$ cat src/rtl/idr_pkg.sv
package idr_pkg;

    localparam int ADDR_W   = 8;
    localparam int BYTE_W   = 8;
    localparam int SN_BYTES = 16;
    localparam int ID_MAX   = 8;

    localparam logic [ADDR_W-1:0] ID_LAST   = 8'h9F;
    localparam logic [ADDR_W-1:0] WRAP_BASE = 8'h80;
    localparam logic [3:0]        SN_NIB    = 4'h8;
    localparam logic [3:0]        ID_NIB    = 4'h9;
    localparam logic [BYTE_W-1:0] FILL_BYTE = 8'hFF;

    typedef enum logic [1:0] {
        RG_NONE   = 2'd0,
        RG_SERIAL = 2'd1,
        RG_IDENT  = 2'd2
    } region_e;

    typedef struct packed {
        region_e    region;
        logic [3:0] offset;
    } decode_t;

    typedef struct packed {
        logic              valid;
        logic [BYTE_W-1:0] data;
        logic              undef;
        logic [ADDR_W-1:0] next;
    } resp_t;

    // Low nibble of the first identifier byte for a given width.
    function automatic logic [3:0] id_first_nib(input bit wide);
        return wide ? 4'h8 : 4'hA;
    endfunction

    // Extension values FFFEh/FFFFh at the top mark an encapsulated 48-bit value.
    function automatic bit ext_reserved(input logic [39:0] ext);
        return ext[39:25] == 15'h7FFF;
    endfunction

    function automatic logic [ADDR_W-1:0] step_ptr(input logic [ADDR_W-1:0] a);
        return (a == ID_LAST) ? WRAP_BASE : a + 8'd1;
    endfunction

endpackage

$ cat src/rtl/idr_decode.sv
module idr_decode
    import idr_pkg::*;
#(
    parameter bit ID_WIDE = 1'b1,
    parameter bit ID_OK   = 1'b1
) (
    input  logic [ADDR_W-1:0] addr,
    output decode_t           dec
);
    localparam logic [3:0] FIRST = id_first_nib(ID_WIDE);

    always_comb begin
        dec.region = RG_NONE;
        dec.offset = 4'h0;
        if (addr[7:4] == SN_NIB) begin
            dec.region = RG_SERIAL;
            dec.offset = addr[3:0];
        end else if (ID_OK && addr[7:4] == ID_NIB && addr[3:0] >= FIRST) begin
            dec.region = RG_IDENT;
            dec.offset = addr[3:0] - FIRST;
        end
    end
endmodule

$ cat src/rtl/idr_rom.sv
module idr_rom
    import idr_pkg::*;
#(
    parameter bit           ID_WIDE    = 1'b1,
    parameter logic [127:0] SERIAL_NUM = '0,
    parameter logic [23:0]  ID_PREFIX  = '0,
    parameter logic [39:0]  ID_EXT     = '0
) (
    input  decode_t           dec,
    output logic [BYTE_W-1:0] byte_o,
    output logic              undef_o
);
    logic [BYTE_W-1:0] sn_b [SN_BYTES];
    logic [BYTE_W-1:0] id_b [ID_MAX];

    for (genvar k = 0; k < SN_BYTES; k++) begin : g_sn
        assign sn_b[k] = SERIAL_NUM[127 - 8*k -: 8];
    end

    if (ID_WIDE) begin : g_id64
        localparam logic [63:0] IMG = {ID_PREFIX, ID_EXT};
        for (genvar k = 0; k < ID_MAX; k++) begin : g_b
            assign id_b[k] = IMG[63 - 8*k -: 8];
        end
    end else begin : g_id48
        localparam logic [63:0] IMG = {ID_PREFIX, ID_EXT[23:0], 16'hFFFF};
        for (genvar k = 0; k < ID_MAX; k++) begin : g_b
            assign id_b[k] = IMG[63 - 8*k -: 8];
        end
    end

    always_comb begin
        unique case (dec.region)
            RG_SERIAL: begin
                byte_o  = sn_b[dec.offset];
                undef_o = 1'b0;
            end
            RG_IDENT: begin
                byte_o  = id_b[dec.offset[2:0]];
                undef_o = 1'b0;
            end
            default: begin
                byte_o  = FILL_BYTE;
                undef_o = 1'b1;
            end
        endcase
    end
endmodule

$ cat src/rtl/idr_reader.sv
module idr_reader
    import idr_pkg::*;
#(
    parameter bit           ID_WIDE    = 1'b1,
    parameter logic [127:0] SERIAL_NUM = 128'h0011_2233_4455_6677_8899_AABB_CCDD_EEFF,
    parameter logic [23:0]  ID_PREFIX  = 24'h00_50_C2,
    parameter logic [39:0]  ID_EXT     = 40'h01_23_45_67_89
) (
    input  logic        clk,
    input  logic        rst,
    input  logic        rd_req,
    input  logic        wr_req,
    input  logic [7:0]  ptr_in,
    output logic        rd_valid,
    output logic [7:0]  rd_data,
    output logic        rd_undef,
    output logic [7:0]  ptr_next,
    output logic        wr_refused
);
    localparam bit ID_OK = !(ID_WIDE && ext_reserved(ID_EXT));

    decode_t           dec;
    logic [BYTE_W-1:0] rom_byte;
    logic              rom_undef;
    resp_t             resp_q;
    logic              wr_q;

    idr_decode #(.ID_WIDE(ID_WIDE), .ID_OK(ID_OK)) decode_i (
        .addr (ptr_in),
        .dec  (dec)
    );

    idr_rom #(
        .ID_WIDE    (ID_WIDE),
        .SERIAL_NUM (SERIAL_NUM),
        .ID_PREFIX  (ID_PREFIX),
        .ID_EXT     (ID_EXT)
    ) rom_i (
        .dec     (dec),
        .byte_o  (rom_byte),
        .undef_o (rom_undef)
    );

    always_ff @(posedge clk) begin
        if (rst) begin
            resp_q <= '0;
            wr_q   <= 1'b0;
        end else begin
            wr_q         <= wr_req;
            resp_q.valid <= rd_req;
            resp_q.undef <= rd_req & rom_undef;
            if (rd_req) begin
                resp_q.data <= rom_byte;
                resp_q.next <= step_ptr(ptr_in);
            end
        end
    end

    assign rd_valid   = resp_q.valid;
    assign rd_data    = resp_q.data;
    assign rd_undef   = resp_q.undef;
    assign ptr_next   = resp_q.next;
    assign wr_refused = wr_q;
endmodule

$ cat config.mk
export PLATFORM = sky130hd
export DESIGN_NAME = idr_reader
export DESIGN_NICKNAME = d
export VERILOG_FILES = /design/src/rtl/idr_pkg.sv /design/src/rtl/idr_decode.sv /design/src/rtl/idr_rom.sv /design/src/rtl/idr_reader.sv
export SDC_FILE = /design/constraint.sdc
export NUM_CORES = 1
export LEC_CHECK = 0
export CAP_MARGIN = 20
export CORE_MARGIN = 2
export CORE_UTILIZATION = 35
export DETAILED_ROUTE_END_ITERATION = 6
export PLACE_DENSITY_LB_ADDON = 0.2
export SYNTH_ARGS = -nofsm -noshare
export SYNTH_HDL_FRONTEND = slang
export SYNTH_SLANG_ARGS = --single-unit
$ cat constraint.sdc
create_clock -name clk -period 5.3 [get_ports clk]
set_input_delay 1.06 -clock clk [delete_from_list [all_inputs] [get_ports clk]]
set_output_delay 1.06 -clock clk [all_outputs]
set_load 0.05 [all_outputs]
==> impl_summary.txt, run 1 <==
----------------------------------------------------
[Outcome]
  Status ... complete, no violations

[Setup path]
  Reg2reg start ... ptr_next[4]
  CP cell instances ... clkdlybuf4s50_1 -> or3b_4 -> nor3_1 -> ha_1 -> nand2_1 -> a31oi_1 -> o22ai_1 -> nor2_1
  Category of the worst setup path capture point ... register
  FF-to-FF path depth ... 2
  Critical Path Slowest Stage Cell ... sky130_fd_sc_hd__clkdlybuf4s50_1
  Crit path arrival time ... 3.04 ns
  Internal reg-to-reg setup slack ... about 4.6 ns
  Endpoint of the worst-slack reg-to-reg timing path ... ptr_next[4]
  CP peak stage delay ... a little under 0.5 ns
  WP data required ... 5.53 ns
  Setup Crit Path Kind ... in2reg
  Critical path startpoint category ... input port
  Maximum net fanout on the critical path ... 5

[Final layout]
  Final Util ... 0.478
  NumNets Final ... roughly 160
  Synth-to-Final Area Change ... 33.1%
  Layout cells sized above 1 ... 0.0559
  Diodes inserted ... 0

[Global route]
  Global-route wire length before repair ... approximately 3.8 mm
  Total routing resource utilization after global routing ... 0.147
  Global route overflow ... 0
  Antenna violations before repair ... 0
  Pin count of the biggest net entering global routing ... 20
  Via count of the first global-routing pass ... 862

[Power]
  Seq pwr share ... 0.480
  Pleak ... 0.000489 uW
  Net Sw Frac ... 0.335
  Peak supply drop ... 0.179 mV
  Total power draw ... between 300 and 400 uW
  Power density relative to cell area ... 255 nW/um^2
  Int Power ... 218 uW
  Part of the total power dissipated in combinational logic ... 0.300
  Clock power frac ... 0.220
  Reported net switching power ... 110 uW

[Logic synthesis]
  Synth area leaders ... sky130_fd_sc_hd__dfxtp_1 (39%), sky130_fd_sc_hd__nor2_1 (9.3%), sky130_fd_sc_hd__ha_1 (6.5%), sky130_fd_sc_hd__a211oi_1 (4.7%), sky130_fd_sc_hd__nand2_1 (2.7%)
  Ranking of synthesized cells by instance count ... sky130_fd_sc_hd__nor2_1 (24), sky130_fd_sc_hd__dfxtp_1 (19), sky130_fd_sc_hd__nand2_1 (7)
  Post-synth EDFFs ... 0
  Most used flip-flop cell after synthesis ... sky130_fd_sc_hd__dfxtp_1
  Nets in the synthesized netlist ... 134
  Area fraction in and, or, nand and nor cells after synthesis ... 0.244
  Cell area after synthesis ... ~960 sq um
  Adder-Cell Fraction of Synth Area ... 0.0649
  Combinational family with the most area after synthesis ... simple AND/OR/NAND/NOR gates
  Library cell with the largest summed area after synthesis ... sky130_fd_sc_hd__dfxtp_1
  Leading cell type by number of instances after synthesis ... sky130_fd_sc_hd__nor2_1
  Yosys warns ... 0
  Synthesized area divided by synthesized cell count ... 8.25 sq um
  Area fraction in compound gates after synthesis ... 0.179
  Share of synthesized area spent on multiplexers ... 0.0104
  Cell variety after synth ... 35
  Portion of synthesized cell area occupied by the leading cell type ... 0.394
  Share of synthesized flip-flops with an asynchronous set or reset ... 0
  Share of the synthesized netlist area taken by xor and xnor gates ... 0.0363
  Cell count after synthesis ... 117
  Part of the Yosys area used for sequential elements ... 0.394
  Register bit count reported by yosys ... 19

[Clocking]
  Number of buffers inserted for hold repair after clock tree synthesis ... 0
  Num CTS Buffers ... 3
  Cell at the root of the clock tree ... sky130_fd_sc_hd__clkbuf_4
  Worst-path clk slew ... 0.11 ns
  Post-cts gate resize count ... 0
  Number of H-tree levels ... 1
  Insertion delay of the later-clocked pin in the worst-skew pair ... 0.30 ns
  CTS Sinks ... 19
  TritonCTS clock tree ... yes
  Postcts setup bufs ... 0
  Deepest clock path buffer count ... 2

[STA]
  Setup WS post-layout ... 2.49 ns
  Final hold vios ... 0
  Max-slew headroom at the worst pin ... 0.530
  Final critical delay including setup and external delays ... 2.81 ns
  Setup-violating endpoint count in the final report ... 0
  Worst Clk Skew ... 0 ns
  Setup repair after global routing missed its margin ... no
  Pins Over Slew Limit ... 0
  Tightest Pin Transition ... between 0.7 and 0.8 ns
  Post-route fraction of the period consumed by the critical path ... 0.530
  Final setup TNS ... 0 ns
  Fmax achieved ... between 300 and 400 MHz

[Floorplan]
  Starting density of the core ... 0.359
  Cell Rows ... 19
  Count of pins on the block boundary ... 31
  Core area ... about 2700 sq um
  Die width ... 56.5 um
  Height of the die ... about 57 um
  Die outline area ... 3190 sq um

[Worst hold path]
  Hold Path Depth ... 2
  Kind of path behind the tightest hold check ... reg2reg
  Worst min-delay path endpoint ... ptr_next[5]
  Worst Min Path Start ... ptr_next[5]

[Place]
  Worst slack at placement ... 2.19 ns
  RePlAce Congestion ... 0.780
  IO Port Bufs ... 30
  Final HPWL DP ... 1.57 mm

[Route]
  Routed WL per cell ... 12.2 um
  Post-detailed-routing wire length ... 2.12 mm
  Iteration-0 DRC count of the detailed router ... 18
  Post-DR vias/cell ... around 4.9
  Via count ... 859
  ANT nets after route ... 0
  TritonRoute pass-1 iters ... 4
  Post-route DRC violation count ... 0

[Job]
  Max-cap viol count ... 0

----------------------------------------------------
-- layer usage --
metal	vias up	global-route usage	part of all wire
met5	-	0	0
met4	0	0.0204	0
met3	0	0.0461	0.058
met2	29	0.239	0.44
met1	381	0.194	0.50
li1	449	-	-
-- how the worst max path moves through the flow --
stage,end,slack [ns],cells past startpoint,startpoint
2_1_floorplan,rd_data[1],2.88,6,ptr_in[6]
3_3_place_gp,rd_data[2],2.26,8,ptr_in[5]
3_5_place_dp,rd_data[7],2.19,8,ptr_in[5]
4_1_cts,rd_data[1],2.50,7,ptr_in[5]
5_1_grt,rd_data[1],2.40,7,ptr_in[5]
6_report,rd_data[7],2.49,8,ptr_in[5]
-- cell usage in the layout (no fill, tap or decap), drive strengths merged, types with 4 or more instances in the layout --
| master | n |
|---|---|
| nor2 | 25 |
| a211oi | 7 |
| inv | 6 |
| nand2 | 7 |
| o21ai | 4 |
| ha | 5 |
| dfxtp | 19 |
| clkbuf | 4 |
| nor3 | 6 |
| clkdlybuf4s50 | 30 |
-- critical path: cells and delay by family --
| kind | cells | cell delay, ns |
|---|---|---|
| AND/OR/NAND/NOR | 4 | 0.96 |
| buffers and inverters | 1 | 0.49 |
| AO/OA/AOI/OAI | 2 | 0.30 |
| adder cells (fa/ha/maj) | 1 | 0.24 |
-- area by class of cell --
cell class,count,area (sq um)
clock buffer,4,26.3
fill,272,1400
inverter,6,22.5
multi-input combinational,84,515
sequential,19,380
tap,31,38.8
timing repair buffer,30,300
-- power by group through the flow --
| stage | Clock [uW] | Sequential (uW) | Combinational, uW |
|---|---|---|---|
| 2_1_floorplan | 0 | 196 | 30.1 |
| 3_3_place_gp | 0 | 161 | 97.8 |
| 3_5_place_dp | 0 | 161 | 98.4 |
| 4_1_cts | 75.9 | 157 | 98.8 |
| 5_1_grt | 83.5 | 159 | 105 |
| 6_report | 72.0 | 157 | 98.3 |
-- state kept, by name, summed over array words and instances, names as in the netlist --
name        count
rd_valid        1
wr_refused      1
ptr_next        8
rd_data         8
rd_undef        1
-- metrics by stage --
stage,hold slack (ns),instance area (sq um),cells
2_1_floorplan,0.684,965,117
3_3_place_gp,0.459,1260,170
3_5_place_dp,0.459,1260,170
4_1_cts,0.475,1280,174
5_1_grt,0.489,1280,174
6_report,0.470,1280,174
-- cells by family (layout without fill, tap and decap cells) --
group	count (synthesis)	count (layout)
simple gates	50	50
xor+xnor	4	4
buf+inv	14	40
mux	1	1
fa+ha+maj	5	5
flops	19	19
compound gates	24	24
No activity file was read; power rests on OpenSTA's default activity.
==> inputs of run 2 (changes only) <==
clock period = 2.3 ns   (was 5.3 ns; I/O delays follow)
==> impl_summary.txt, run 2 (synthesis results as in run 1) <==
----------------------------------------------------
[Outcome]
  Status ... complete, no violations

[Floorplan]
  Height of the die ... 56.5 um
  Starting density of the core ... 0.359
  Core area ... 2690 sq um
  Die width ... 56.5 um
  Die outline area ... 3190 sq um
  Count of pins on the block boundary ... 31
  Cell Rows ... 19

[Route]
  Routed WL per cell ... 12.1 um
  ANT nets after route ... 0
  TritonRoute pass-1 iters ... 4
  Uppermost layer routed ... met4
  Post-DR vias/cell ... 4.99
  Wire length on met3 ... 153 um
  Post-route DRC violation count ... 0
  Post-detailed-routing wire length ... between 2 and 2.5 mm
  Wire length on met2 ... 970 um
  Iteration-0 DRC count of the detailed router ... 12
  Routed metal-1 wirelength ... 1.08 mm
  Via count ... 918

[Setup path]
  Crit-path leading delay family ... simple AND/OR/NAND/NOR gates
  Crit path arrival time ... 2.35 ns
  Critical Path Slowest Stage Cell ... sky130_fd_sc_hd__clkdlybuf4s50_1
  Setup Crit Path Kind ... in2reg
  FF-to-FF path depth ... 2
  Internal reg-to-reg setup slack ... 1.60 ns
  Endpoint of the worst-slack reg-to-reg timing path ... ptr_next[7]
  WP data required ... roughly 2.5 ns
  CP cell instances ... clkdlybuf4s50_1 -> or3b_4 -> nor3_1 -> ha_1 -> nand2_1 -> a31oi_1 -> o22ai_1 -> nor2_1
  Reg2reg start ... ptr_next[7]
  Category of the worst setup path capture point ... register
  CP peak stage delay ... 0.48 ns
  Buf+Inv Stages, Crit Path ... 1
  Critical path startpoint category ... input port
  Maximum net fanout on the critical path ... 3

[Final layout]
  Layout cells sized above 1 ... 0.118
  Final Cell Area ... between 1000 and 1500 sq um
  Commonest cells after routing, fill and taps aside ... sky130_fd_sc_hd__clkdlybuf4s50_1 (30), sky130_fd_sc_hd__nor2_1 (24), sky130_fd_sc_hd__dfxtp_1 (19)
  Synth-to-Final Area Change ... 40.9%
  Reg area ... 380 sq um
  Layout fillers ... 268
  Most common cell after layout, fill and taps aside ... sky130_fd_sc_hd__clkdlybuf4s50_1
  NumNets Final ... 171
  Multi-input gate area ... 515 sq um
  Diodes inserted ... 0

[Clocking]
  Number of buffers inserted for hold repair after clock tree synthesis ... 0
  Num CTS Buffers ... 3
  Cell at the root of the clock tree ... sky130_fd_sc_hd__clkbuf_4
  Insertion delay of the later-clocked pin in the worst-skew pair ... 0.29 ns
  Deepest clock path buffer count ... 2
  TritonCTS clock tree ... yes
  Postcts setup bufs ... 0
  Post-cts gate resize count ... 0
  Worst-path clk slew ... 0.10 ns
  CTS Sinks ... 19
  Number of H-tree levels ... 1

[Place]
  Placed inst area ... 1330 sq um
  IO Port Bufs ... 30
  RePlAce Congestion ... 0.857
  Final HPWL DP ... 1.65 mm

[STA]
  Final critical delay including setup and external delays ... about 2.1 ns
  Final hold vios ... 0
  Max-slew headroom at the worst pin ... 0.539
  Post-route fraction of the period consumed by the critical path ... 0.923
  Fmax achieved ... 471 MHz
  Worst Clk Skew ... 0 ns
  Tightest Pin Transition ... 0.689 ns
  Setup-violating endpoint count in the final report ... 0
  Pins Over Slew Limit ... 0
  Setup repair after global routing missed its margin ... no

[Worst hold path]
  Worst min-delay path endpoint ... ptr_next[5]
  Hold Path Depth ... 2
  Worst Min Path Start ... ptr_next[5]
  Kind of path behind the tightest hold check ... reg2reg

[Global route]
  Antenna violations before repair ... 0
  Pin count of the biggest net entering global routing ... 20
  Global-route wire length before repair ... 3.86 mm
  Via count of the first global-routing pass ... ~900
  Global route overflow ... 0
  Total routing resource utilization after global routing ... 0.150

[Power]
  Pleak ... about 0.00054 uW
  Power density relative to cell area ... 564 nW/um^2
  Total power draw ... around 770 uW
  Peak supply drop ... 0.503 mV

[Job]
  Max-cap viol count ... 0

----------------------------------------------------
## run 2: changes by cell type in the layout (fill, tap and decap cells not counted), sizes merged
| cell | previous run | this run |
|---|---|---|
| buf | 0 | 10 |
## run 2: per-layer routing
layer / vias up / GRT usage
met5: - / 0
met4: 0 / 0.0442
met3: 2 / 0.0553
met2: 29 / 0.241
met1: 416 / 0.188
li1: 471 / -
## run 2: area by class of cell
class	count	area share
inverter	6	0.0166
sequential	19	0.280
multi-input combinational	84	0.379
clock buffer	4	0.0193
timing repair buffer	40	0.276
tap	31	0.0285
## run 2: tightest hold or removal path, cell delays in order (launching register included)
cell	delay, ns
sky130_fd_sc_hd__dfxtp_1	0.33
sky130_fd_sc_hd__nand2_1	0.06
sky130_fd_sc_hd__a21oi_1	0.05
## run 2: power breakdown
part,leakage (uW),switching [uW],internal [uW]
Sequential,0.000158,10.2,352
Combinational,0.000365,146,91.9
Clock,0.0000150,98.0,67.4
## run 2: worst max path at each step
stage / cells past startpoint / endpoint / slack (ns) / start
4_1_cts: 7 / rd_data[1] / 0.19 / ptr_in[7]
2_1_floorplan: 6 / rd_data[1] / 0.48 / ptr_in[6]
3_5_place_dp: 7 / rd_data[4] / -0.12 / ptr_in[7]
6_report: 8 / rd_data[7] / 0.18 / ptr_in[7]
3_3_place_gp: 8 / rd_data[2] / -0.10 / ptr_in[7]
5_1_grt: 7 / rd_data[4] / 0.05 / ptr_in[7]
## run 2: per-stage QoR
| step | setup TNS [ns] | hold slack [ns] | worst slack [ns] | utilization | instances |
|---|---|---|---|---|---|
| 2_1_floorplan | 0 | 0.588 | 0.481 | - | 117 |
| 3_3_place_gp | -0.405 | 0.453 | -0.104 | 0.496 | 180 |
| 3_5_place_dp | -0.601 | 0.463 | -0.124 | 0.496 | 180 |
| 4_1_cts | 0 | 0.479 | 0.189 | 0.506 | 184 |
| 5_1_grt | 0 | 0.503 | 0.0535 | 0.506 | 184 |
| 6_report | 0 | 0.480 | 0.178 | 0.506 | 184 |
